$ cat config.mk
export PLATFORM = sky130hd
export DESIGN_NAME = dual_addr_guard
export DESIGN_NICKNAME = d
export VERILOG_FILES = /design/src/rtl/dag_pkg.sv /design/src/rtl/dag_dev_match.sv /design/src/rtl/dag_bank_map.sv /design/src/rtl/dag_wr_gate.sv /design/src/rtl/dual_addr_guard.sv
export SDC_FILE = /design/constraint.sdc
export NUM_CORES = 1
export LEC_CHECK = 0
export BUFFER_PORTS_ARGS = -buffer_cell sky130_fd_sc_hd__buf_2
export CAP_MARGIN = 20
export CELL_PAD_IN_SITES_DETAIL_PLACEMENT = 1
export CELL_PAD_IN_SITES_GLOBAL_PLACEMENT = 1
export CORE_ASPECT_RATIO = 0.9
export CORE_MARGIN = 5
export CORE_UTILIZATION = 24
export DETAILED_ROUTE_END_ITERATION = 7
export GPL_ROUTABILITY_DRIVEN = 0
export PLACE_DENSITY = 0.83
export SLEW_MARGIN = 25
export SYNTH_ARGS = -nofsm -noshare
export SYNTH_HDL_FRONTEND = slang
export SYNTH_SLANG_ARGS = --single-unit
$ cat constraint.sdc
create_clock -name clk_i -period 2.05 [get_ports clk_i]
set_input_delay 0.3075 -clock clk_i [delete_from_list [all_inputs] [get_ports clk_i]]
set_output_delay 0.3075 -clock clk_i [all_outputs]
set_load 0.03 [all_outputs]
$ cat src/rtl/dag_pkg.sv
package dag_pkg;
  typedef enum logic [2:0] {
    RGN_NONE    = 3'd0,
    RGN_MAIN_LO = 3'd1,
    RGN_AUX     = 3'd2,
    RGN_TBL0    = 3'd3,
    RGN_TBL1    = 3'd4,
    RGN_TBL2    = 3'd5
  } rgn_e;
endpackage

$ cat src/rtl/dag_dev_match.sv
module dag_dev_match #(
  parameter int AW = 8,
  parameter logic [AW-1:0] MAIN_DEF = 8'hA2,
  parameter logic [AW-1:0] AUX_ADDR = 8'hA0
) (
  input  logic          single_i,
  input  logic          fix_i,
  input  logic [AW-1:0] prog_i,
  input  logic [AW-1:0] byte_i,
  output logic          hit_main_o,
  output logic          hit_aux_o
);
  localparam logic [AW-1:0] CMP_MASK = {{(AW-1){1'b1}}, 1'b0};
  logic [AW-1:0] main_addr;

  always_comb begin
    main_addr  = fix_i ? prog_i : MAIN_DEF;
    hit_main_o = ((byte_i ^ main_addr) & CMP_MASK) == '0;
    hit_aux_o  = !single_i && (((byte_i ^ AUX_ADDR) & CMP_MASK) == '0) && !hit_main_o;
  end
endmodule

$ cat src/rtl/dag_bank_map.sv
module dag_bank_map
  import dag_pkg::*;
#(
  parameter int AW = 8,
  parameter logic [AW-1:0] BANK_BASE = 8'h80,
  parameter logic [AW-1:0] TBL_EXT = 8'h00,
  parameter logic [AW-1:0] TBL_CFG = 8'h01,
  parameter logic [AW-1:0] TBL_LUT = 8'h02,
  parameter logic [AW-1:0] TBL_AUX = 8'h03
) (
  input  logic          sel_main_i,
  input  logic          single_i,
  input  logic [AW-1:0] tbl_i,
  input  logic [AW-1:0] addr_i,
  output rgn_e          region_o,
  output logic [AW-1:0] local_o,
  output logic          blank_o
);
  always_comb begin
    region_o = RGN_NONE;
    local_o  = addr_i;
    if (!sel_main_i) begin
      region_o = RGN_AUX;
    end else if (addr_i < BANK_BASE) begin
      region_o = RGN_MAIN_LO;
    end else begin
      local_o = addr_i - BANK_BASE;
      if (tbl_i == TBL_EXT)      region_o = single_i ? RGN_TBL0 : RGN_NONE;
      else if (tbl_i == TBL_CFG) region_o = RGN_TBL1;
      else if (tbl_i == TBL_LUT) region_o = RGN_TBL2;
      else if (tbl_i == TBL_AUX) region_o = RGN_AUX;
    end
    blank_o = (region_o == RGN_NONE);
  end
endmodule

$ cat src/rtl/dag_wr_gate.sv
module dag_wr_gate
  import dag_pkg::*;
#(
  parameter int AW = 8,
  parameter logic [AW-1:0] VOL_LO = 8'h60,
  parameter logic [AW-1:0] VOL_HI = 8'h7F
) (
  input  logic          sel_main_i,
  input  rgn_e          region_i,
  input  logic [AW-1:0] addr_i,
  input  logic          aux_lock_i,
  input  logic          main_lock_i,
  input  logic          wp_i,
  output logic          allow_o,
  output logic          nonvol_o
);
  logic vol, main_ok;

  always_comb begin
    vol     = sel_main_i && addr_i >= VOL_LO && addr_i <= VOL_HI;
    main_ok = !(main_lock_i && wp_i);
    if (region_i == RGN_NONE)      allow_o = 1'b0;
    else if (vol)                  allow_o = 1'b1;
    else if (!sel_main_i)          allow_o = !aux_lock_i;
    else if (region_i == RGN_TBL0) allow_o = !aux_lock_i; // pin ignored
    else                           allow_o = main_ok;
    nonvol_o = !vol;
  end
endmodule

$ cat src/rtl/dual_addr_guard.sv
module dual_addr_guard
  import dag_pkg::*;
#(
  parameter int AW = 8,
  parameter logic [AW-1:0] MAIN_DEF = 8'hA2,
  parameter logic [AW-1:0] AUX_ADDR = 8'hA0,
  parameter logic [AW-1:0] BANK_BASE = 8'h80,
  parameter logic [AW-1:0] VOL_LO = 8'h60,
  parameter logic [AW-1:0] VOL_HI = 8'h7F
) (
  input  logic          clk_i,
  input  logic          rst_ni,
  input  logic          cfg_single_i,
  input  logic          cfg_fix_i,
  input  logic          cfg_aux_lock_i,
  input  logic          cfg_main_lock_i,
  input  logic [AW-1:0] prog_addr_i,
  input  logic [AW-1:0] tbl_sel_i,
  input  logic          wp_i,
  input  logic          dev_stb_i,
  input  logic [AW-1:0] dev_byte_i,
  output logic          dev_ack_o,
  input  logic          stop_i,
  input  logic          wr_stb_i,
  input  logic [AW-1:0] mem_addr_i,
  output logic          data_ack_o,
  output logic          wr_en_o,
  output logic [2:0]    region_o,
  output logic [AW-1:0] local_addr_o,
  output logic          blank_o,
  output logic          commit_o
);
  logic hit_main, hit_aux, allow, nonvol;
  logic active_q, sel_main_q, rd_q, pend_q, commit_q;
  rgn_e region;

  dag_dev_match #(.AW(AW), .MAIN_DEF(MAIN_DEF), .AUX_ADDR(AUX_ADDR)) u_match (
    .single_i(cfg_single_i), .fix_i(cfg_fix_i), .prog_i(prog_addr_i),
    .byte_i(dev_byte_i), .hit_main_o(hit_main), .hit_aux_o(hit_aux)
  );

  dag_bank_map #(.AW(AW), .BANK_BASE(BANK_BASE)) u_map (
    .sel_main_i(sel_main_q), .single_i(cfg_single_i), .tbl_i(tbl_sel_i),
    .addr_i(mem_addr_i), .region_o(region), .local_o(local_addr_o), .blank_o(blank_o)
  );

  dag_wr_gate #(.AW(AW), .VOL_LO(VOL_LO), .VOL_HI(VOL_HI)) u_gate (
    .sel_main_i(sel_main_q), .region_i(region), .addr_i(mem_addr_i),
    .aux_lock_i(cfg_aux_lock_i), .main_lock_i(cfg_main_lock_i), .wp_i(wp_i),
    .allow_o(allow), .nonvol_o(nonvol)
  );

  assign dev_ack_o  = dev_stb_i && (hit_main || hit_aux);
  assign data_ack_o = wr_stb_i && active_q && !rd_q;
  assign wr_en_o    = data_ack_o && allow;
  assign region_o   = region;
  assign commit_o   = commit_q;

  always_ff @(posedge clk_i or negedge rst_ni) begin
    if (!rst_ni) begin
      active_q   <= 1'b0;
      sel_main_q <= 1'b1;
      rd_q       <= 1'b0;
      pend_q     <= 1'b0;
      commit_q   <= 1'b0;
    end else begin
      commit_q <= 1'b0;
      if (stop_i) begin
        active_q <= 1'b0;
        commit_q <= pend_q;
        pend_q   <= 1'b0;
      end else if (dev_stb_i) begin
        active_q <= dev_ack_o;
        if (dev_ack_o) begin
          sel_main_q <= hit_main;
          rd_q       <= dev_byte_i[0];
        end
      end else if (wr_en_o && nonvol) begin
        pend_q <= 1'b1;
      end
    end
  end
endmodule

# --- Word-level counts from Yosys, hierarchy flattened ---
# Cells that the tools add are included.
op_classes:
  eq_ne: 5
  n_reduce_logical: 25
  n_addsub: 1
  n_bitwise: 3
  mux: 20
  magnitude_cmp: 3
ops:
  columns: ["op", "count"]
  rows:
  - ["8-bit zero test", 3]
  - ["8-bit two-way mux", 3]
  - ["8-bit by 2-bit == test with 1-bit output, second input constant", 2]
  - ["3-bit two-way mux", 5]
  - ["1-bit logical AND", 10]
  - ["1-bit two-way mux", 10]
  - ["8-bit by 1-bit == test with 1-bit output, second input constant", 1]
  - ["8-bit by 7-bit greater-or-equal comparator with 1-bit output, second input constant", 1]
  - ["8-bit by 7-bit <= comparator with 1-bit output, second input constant", 1]
  - ["8-bit less-than comparator, second input constant", 1]
  - ["8-bit subtractor, second input constant", 1]
  - ["8-bit XOR", 1]
  - ["1-bit zero test", 6]
  - ["2-bit two-way mux", 2]
  - ["2-bit nonzero test", 2]
  - ["3-bit by 2-bit == test with 1-bit output, second input constant", 1]
  - ["3-bit zero test", 1]
  - ["3-bit AND reduction", 1]
  - ["2-bit by 1-bit inequality test with 1-bit output, second input constant", 1]
  - ["2-bit inverter", 1]
  - ["2-bit AND reduction", 1]
  - ["1-bit logical OR", 1]
  - ["1-bit inverter", 1]
totals:
  input_bits: 42
  word_cells: 62
  output_inout_bits: 16
  reg_bits: 5

# --- Logic depth before layout (Yosys ltp) ---
depth:
  ltp_word: 17
  ltp_mapped: 6
  depth_no_buf: 5

# --- By module ---
# From an unflattened synthesis, not the netlist that was laid out.
unflattened:
  hier_cells: 76
  area_unflattened_um2: 593.1
by_module_without_submodules:
  columns: ["module", "cells_per_inst", "area_each_um2", "seq_area_each_um2", "instances"]
  rows:
  - ["dual_addr_guard", 19, 214.0, 126.4, 1]
  - ["dag_dev_match", 26, 173.9, 0.0, 1]
  - ["dag_bank_map", 24, 150.1, 0.0, 1]
  - ["dag_wr_gate", 7, 55.1, 0.0, 1]

# --- Least setup slack after synthesis ---
# OpenSTA, ideal clock, no wires.
synth_path:
  kind: "input to output"
  from: "in cfg_fix_i"
  to: "out dev_ack_o"
  setup_slack_ps: 8
  required_time_ps: 1742
  t_arrival_ps: 1734
  path_stages: 6
  n_path_buf: 1
  cell_sequence: "buf_4 -> or4b_1 -> o22ai_2 -> o2bb2a_4 -> a31oi_4 -> nor2b_1"
synth_via:
  elab_chain_cells: 7
synth_lines:
  columns: ["item", "line", "text"]
  rows:
  - ["start, declared", "dual_addr_guard.sv:14", "input logic cfg_fix_i,"]
  - ["8-bit two-way mux (*)", "dag_dev_match.sv:17", "main_addr = fix_i ? prog_i : MAIN_DEF;"]
  - ["8-bit XOR (*)", "dag_dev_match.sv:18", "hit_main_o = ((byte_i ^ main_addr) & CMP_MASK) == '0;"]
  - ["8-bit zero test (*)", "dag_dev_match.sv:18", null]
  - ["1-bit zero test", "dag_dev_match.sv:19", "hit_aux_o = !single_i && (((byte_i ^ AUX_ADDR) & CMP_MASK) == '0) && !hit_main_o;"]
  - ["1-bit logical AND", "dag_dev_match.sv:19", null]
  - ["1-bit logical OR (*)", "dual_addr_guard.sv:53", "assign dev_ack_o = dev_stb_i && (hit_main || hit_aux);"]
  - ["1-bit logical AND (*)", "dual_addr_guard.sv:53", null]
  - ["end, declared", "dual_addr_guard.sv:22", "output logic dev_ack_o,"]
# Mark *: on every way between the ends. The rest lies on a longest branch, timed or not.

# --- Worst setup path after layout ---
layout_path:
  from: "in prog_addr_i[3]"
  to: "out dev_ack_o"
layout_via:
  elab_chain_cells: 7
layout_lines:
  columns: ["item", "line", "text"]
  rows:
  - ["start, declared", "dual_addr_guard.sv:17", "input logic [AW-1:0] prog_addr_i,"]
  - ["8-bit two-way mux (*)", "dag_dev_match.sv:17", null]
  - ["8-bit XOR (*)", "dag_dev_match.sv:18", null]
  - ["8-bit zero test (*)", "dag_dev_match.sv:18", null]
  - ["1-bit zero test", "dag_dev_match.sv:19", null]
  - ["1-bit logical AND", "dag_dev_match.sv:19", null]
  - ["1-bit logical OR (*)", "dual_addr_guard.sv:53", null]
  - ["1-bit logical AND (*)", "dual_addr_guard.sv:53", null]
# Marks and branches as above.

==> results.sh <==
export IMPL_drtIter0Drc=27
export IMPL_clk_path_buf_depth=2
export IMPL_final_hold_viol_count=0
export IMPL_overflow=0
export IMPL_ys_warn_count=0
export IMPL_end_kind="output pin"
export IMPL_layout_min_cycle_time_ns=1.973
export IMPL_cp_arrival_ns=1.67
export IMPL_ys_seq_area_share_pct=19.24
export IMPL_rr_worst_depth=4
export IMPL_place_ws_ns=-0.01241
export IMPL_grt_pass1_wl_microns=3346
export IMPL_final_max_slew_viol_count=0
export IMPL_place_hpwl_microns=1916
export IMPL_root_buffer="clkbuf_4"
export IMPL_avgSynthCellArea_sq_um=7.914
export IMPL_die_height_microns=59.63
export IMPL_clk_latency_ns=0.23
export IMPL_drtPass1Iterations=4
export IMPL_avgRoutedWirePerCell_microns=13.56
export IMPL_status="complete, no violations"
export IMPL_hp_start="stop_i"
export IMPL_crit_family="simple AND/OR/NAND/NOR gates"
export IMPL_cp_slowest_cell="or4b_1"
export IMPL_cts_tree="built"
export IMPL_diodes=0
export IMPL_power_total_w=0.0003578
export IMPL_synth_edf_count=0
export IMPL_setup_violations=0
export IMPL_dpl_cell_area_sq_um=879.6
export IMPL_syn_inst=83
export IMPL_ir_worst_vdd_uv=132.8
export IMPL_synth_top_cell_by_area="dfrtp_1"
export IMPL_area_growth_syn_to_layout_pct=43.62
export IMPL_path_cells="buf_2 -> or4b_1 -> o22ai_2 -> o2bb2a_4 -> a31oi_4 -> nor2b_1 -> buf_4"
export IMPL_rsz0062_at_grt="yes"
export IMPL_num_io_pins=58
export IMPL_p_per_area_nw_per_um2=379.3
export IMPL_fp_dieArea_sq_um=3885
export IMPL_ys_top_cells_by_area="dfrtp_1, buf_4, nor2b_1, nor2_1, dfstp_2"
export IMPL_grt_max_degree=7
export IMPL_ys_ff_latch=5
export IMPL_final_nets=171
export IMPL_htree_levels=1
export IMPL_io_buffers=46
export IMPL_fmax_mhz=506.9
export IMPL_yosys_most_used_dff="dfrtp_1"
export IMPL_r2r_end="pend_q"
export IMPL_cts_buffers=3
export IMPL_track_usage_pct=10.84
export IMPL_hold_depth=2
export IMPL_cts_sinks=5
export IMPL_design_area_sq_um=943.4
export IMPL_slew_headroom_pct=79.49
export IMPL_fin_ws_ns=0.07729
export IMPL_finalSetupTns_ns=0
export IMPL_path_max_fanout=3
export IMPL_cts_setup_buffers=0
export IMPL_skew_ns=0.003039
export IMPL_cp_required_ns=1.74
export IMPL_r2r_start="sel_main_q"
export IMPL_power_leakage_nw=0.4372
export IMPL_fp_dieW_microns=65.15
export IMPL_max_slew_worst_pin_slew_ns=0.3070
export IMPL_netlist_area_leader_share_pct=15.24
export IMPL_hold_path_class="input port to flop"
export IMPL_drt_wl_total_microns=2142
export IMPL_critPathLaunchType="input port"
export IMPL_start_util_pct=24.51
export IMPL_worstHoldEndpoint="active_q"
export IMPL_rows=18
export IMPL_synth_nets=125
export IMPL_critPathBufInv=2
export IMPL_drc=0
export IMPL_rrSetupSlack_ns=0.64
export IMPL_cts_reportedPaths_clkPinSlew_ns=0.04
export IMPL_critPathKind="input port to output pin"
export IMPL_async_flop_share_pct=100.0
export IMPL_grt_pass1_vias=788
export IMPL_cp_slowest_stage_delay_ns=0.53
export IMPL_avgViaCountPerCell=4.975
export IMPL_drive_gt1_share_pct=46.88
export IMPL_grt_antenna_before_repair=0
export IMPL_ys_types=37
export IMPL_cap_violations=0
export IMPL_period_share_pct=96.23
export IMPL_ant_nets=0
export IMPL_synth_area_sq_um=656.9
export IMPL_num_vias=786
export IMPL_core_area_sq_um=2680
export IMPL_synth_common_cells="buf_4, nor2_1, nand2_1, nor2b_1"
cells by family (layout without fill, tap and decap cells):
| logic type | count (synthesis) | after routing | share of synthesized area [%] |
|---|---|---|---|
| buf+inv | 12 | 57 | 11.43 |
| simple gates | 41 | 41 | 35.62 |
| compound gates | 20 | 20 | 27.05 |
| xor+xnor | 5 | 5 | 6.668 |
| flops | 5 | 5 | 19.24 |
worst reg2reg max path, cell delays in order (launching register included):
cell,delay (ns)
dfstp_2,0.58
inv_1,0.08
a41oi_1,0.23
o21ai_1,0.13
o32ai_1,0.29
cell type report:
class	instances	area, sq um
tap	30	37.54
multi-input combinational	66	474.2
inverter	4	15.01
sequential	5	126.4
clock buffer	4	26.28
fill	336	1737
timing repair buffer	49	264.0
through the flow:
| step | hold WS, ns | std cells | util (%) |
|---|---|---|---|
| after floorplan | 0.01191 | 83 | - |
| after global placement | 0.1221 | 153 | 32.82 |
| after detailed placement | 0.1260 | 153 | 32.82 |
| after CTS | 0.2718 | 158 | 34.27 |
| after global routing | 0.2778 | 158 | 35.20 |
| final | 0.2799 | 158 | 35.20 |
worst max-delay path by stage:
stage / from / to / slack, ns / cells after the start
floorplan: cfg_fix_i / dev_ack_o / 0.008 / 6
global placement: prog_addr_i[6] / dev_ack_o / 0.04 / 7
detailed placement: prog_addr_i[6] / dev_ack_o / -0.01 / 7
CTS: prog_addr_i[6] / dev_ack_o / 0.01 / 7
global route: prog_addr_i[3] / dev_ack_o / -0.005 / 7
finish: prog_addr_i[3] / dev_ack_o / 0.08 / 7
state kept, by name (all words and copies together), names as in the netlist:
register    cells
pend_q          1
sel_main_q      1
active_q        1
commit_o        1
rd_q            1
power by group:
part,total (W),switching (W),internal (W)
Clock,0.000109,0.0000361,0.0000733
Sequential,0.000107,0.00000378,0.000104
Combinational,0.000141,0.0000767,0.0000644
Total,0.000358,0.000117,0.000241
cell usage in the layout (no fill, tap or decap), drive strengths merged:
| master | count |
|---|---|
| xor2 | 2 |
| dlygate4sd3 | 1 |
| buf | 48 |
| or4b | 2 |
| or3 | 1 |
| o211ai | 2 |
| clkbuf | 4 |
| a41oi | 1 |
| o2bb2a | 1 |
| o221ai | 1 |
| nand4 | 2 |
| nor4b | 1 |
| a21boi | 1 |
| nand3 | 2 |
| dfstp | 1 |
| and2 | 2 |
| nor4 | 1 |
| a211oi | 1 |
| nand2 | 6 |
| a22o | 2 |
| xnor2 | 3 |
| nor2 | 8 |
| nand4b | 1 |
| nand2b | 2 |
| a31o | 1 |
| nor2b | 6 |
| nor3b | 1 |
| dfrtp | 4 |
| o32ai | 1 |
| nor4bb | 1 |
| o21ai | 3 |
| and3 | 3 |
| inv | 4 |
| a21oi | 4 |
| a31oi | 1 |
| o22ai | 1 |
| nor3 | 2 |
repair_timing:
item | CTS | global route
setup endpoints to repair | 1 | 3
gates resized for setup | 1 | 4
pin swaps | 0 | 1
endpoints found under the hold margin | 4 | 0
hold buffers | 1 | 0
routing by layer:
metal  share of wire (%)  up-vias  track usage, %  routed length [microns]
met5                   0        -               0                        0
li1                    -      386               -                        -
met1                  39      366           11.07                      845
met3                 9.9        0           4.364                      212
met4                   0        0           1.775                        0
met2                  51       34           21.14                     1084
(Power assumes the default switching activity.)
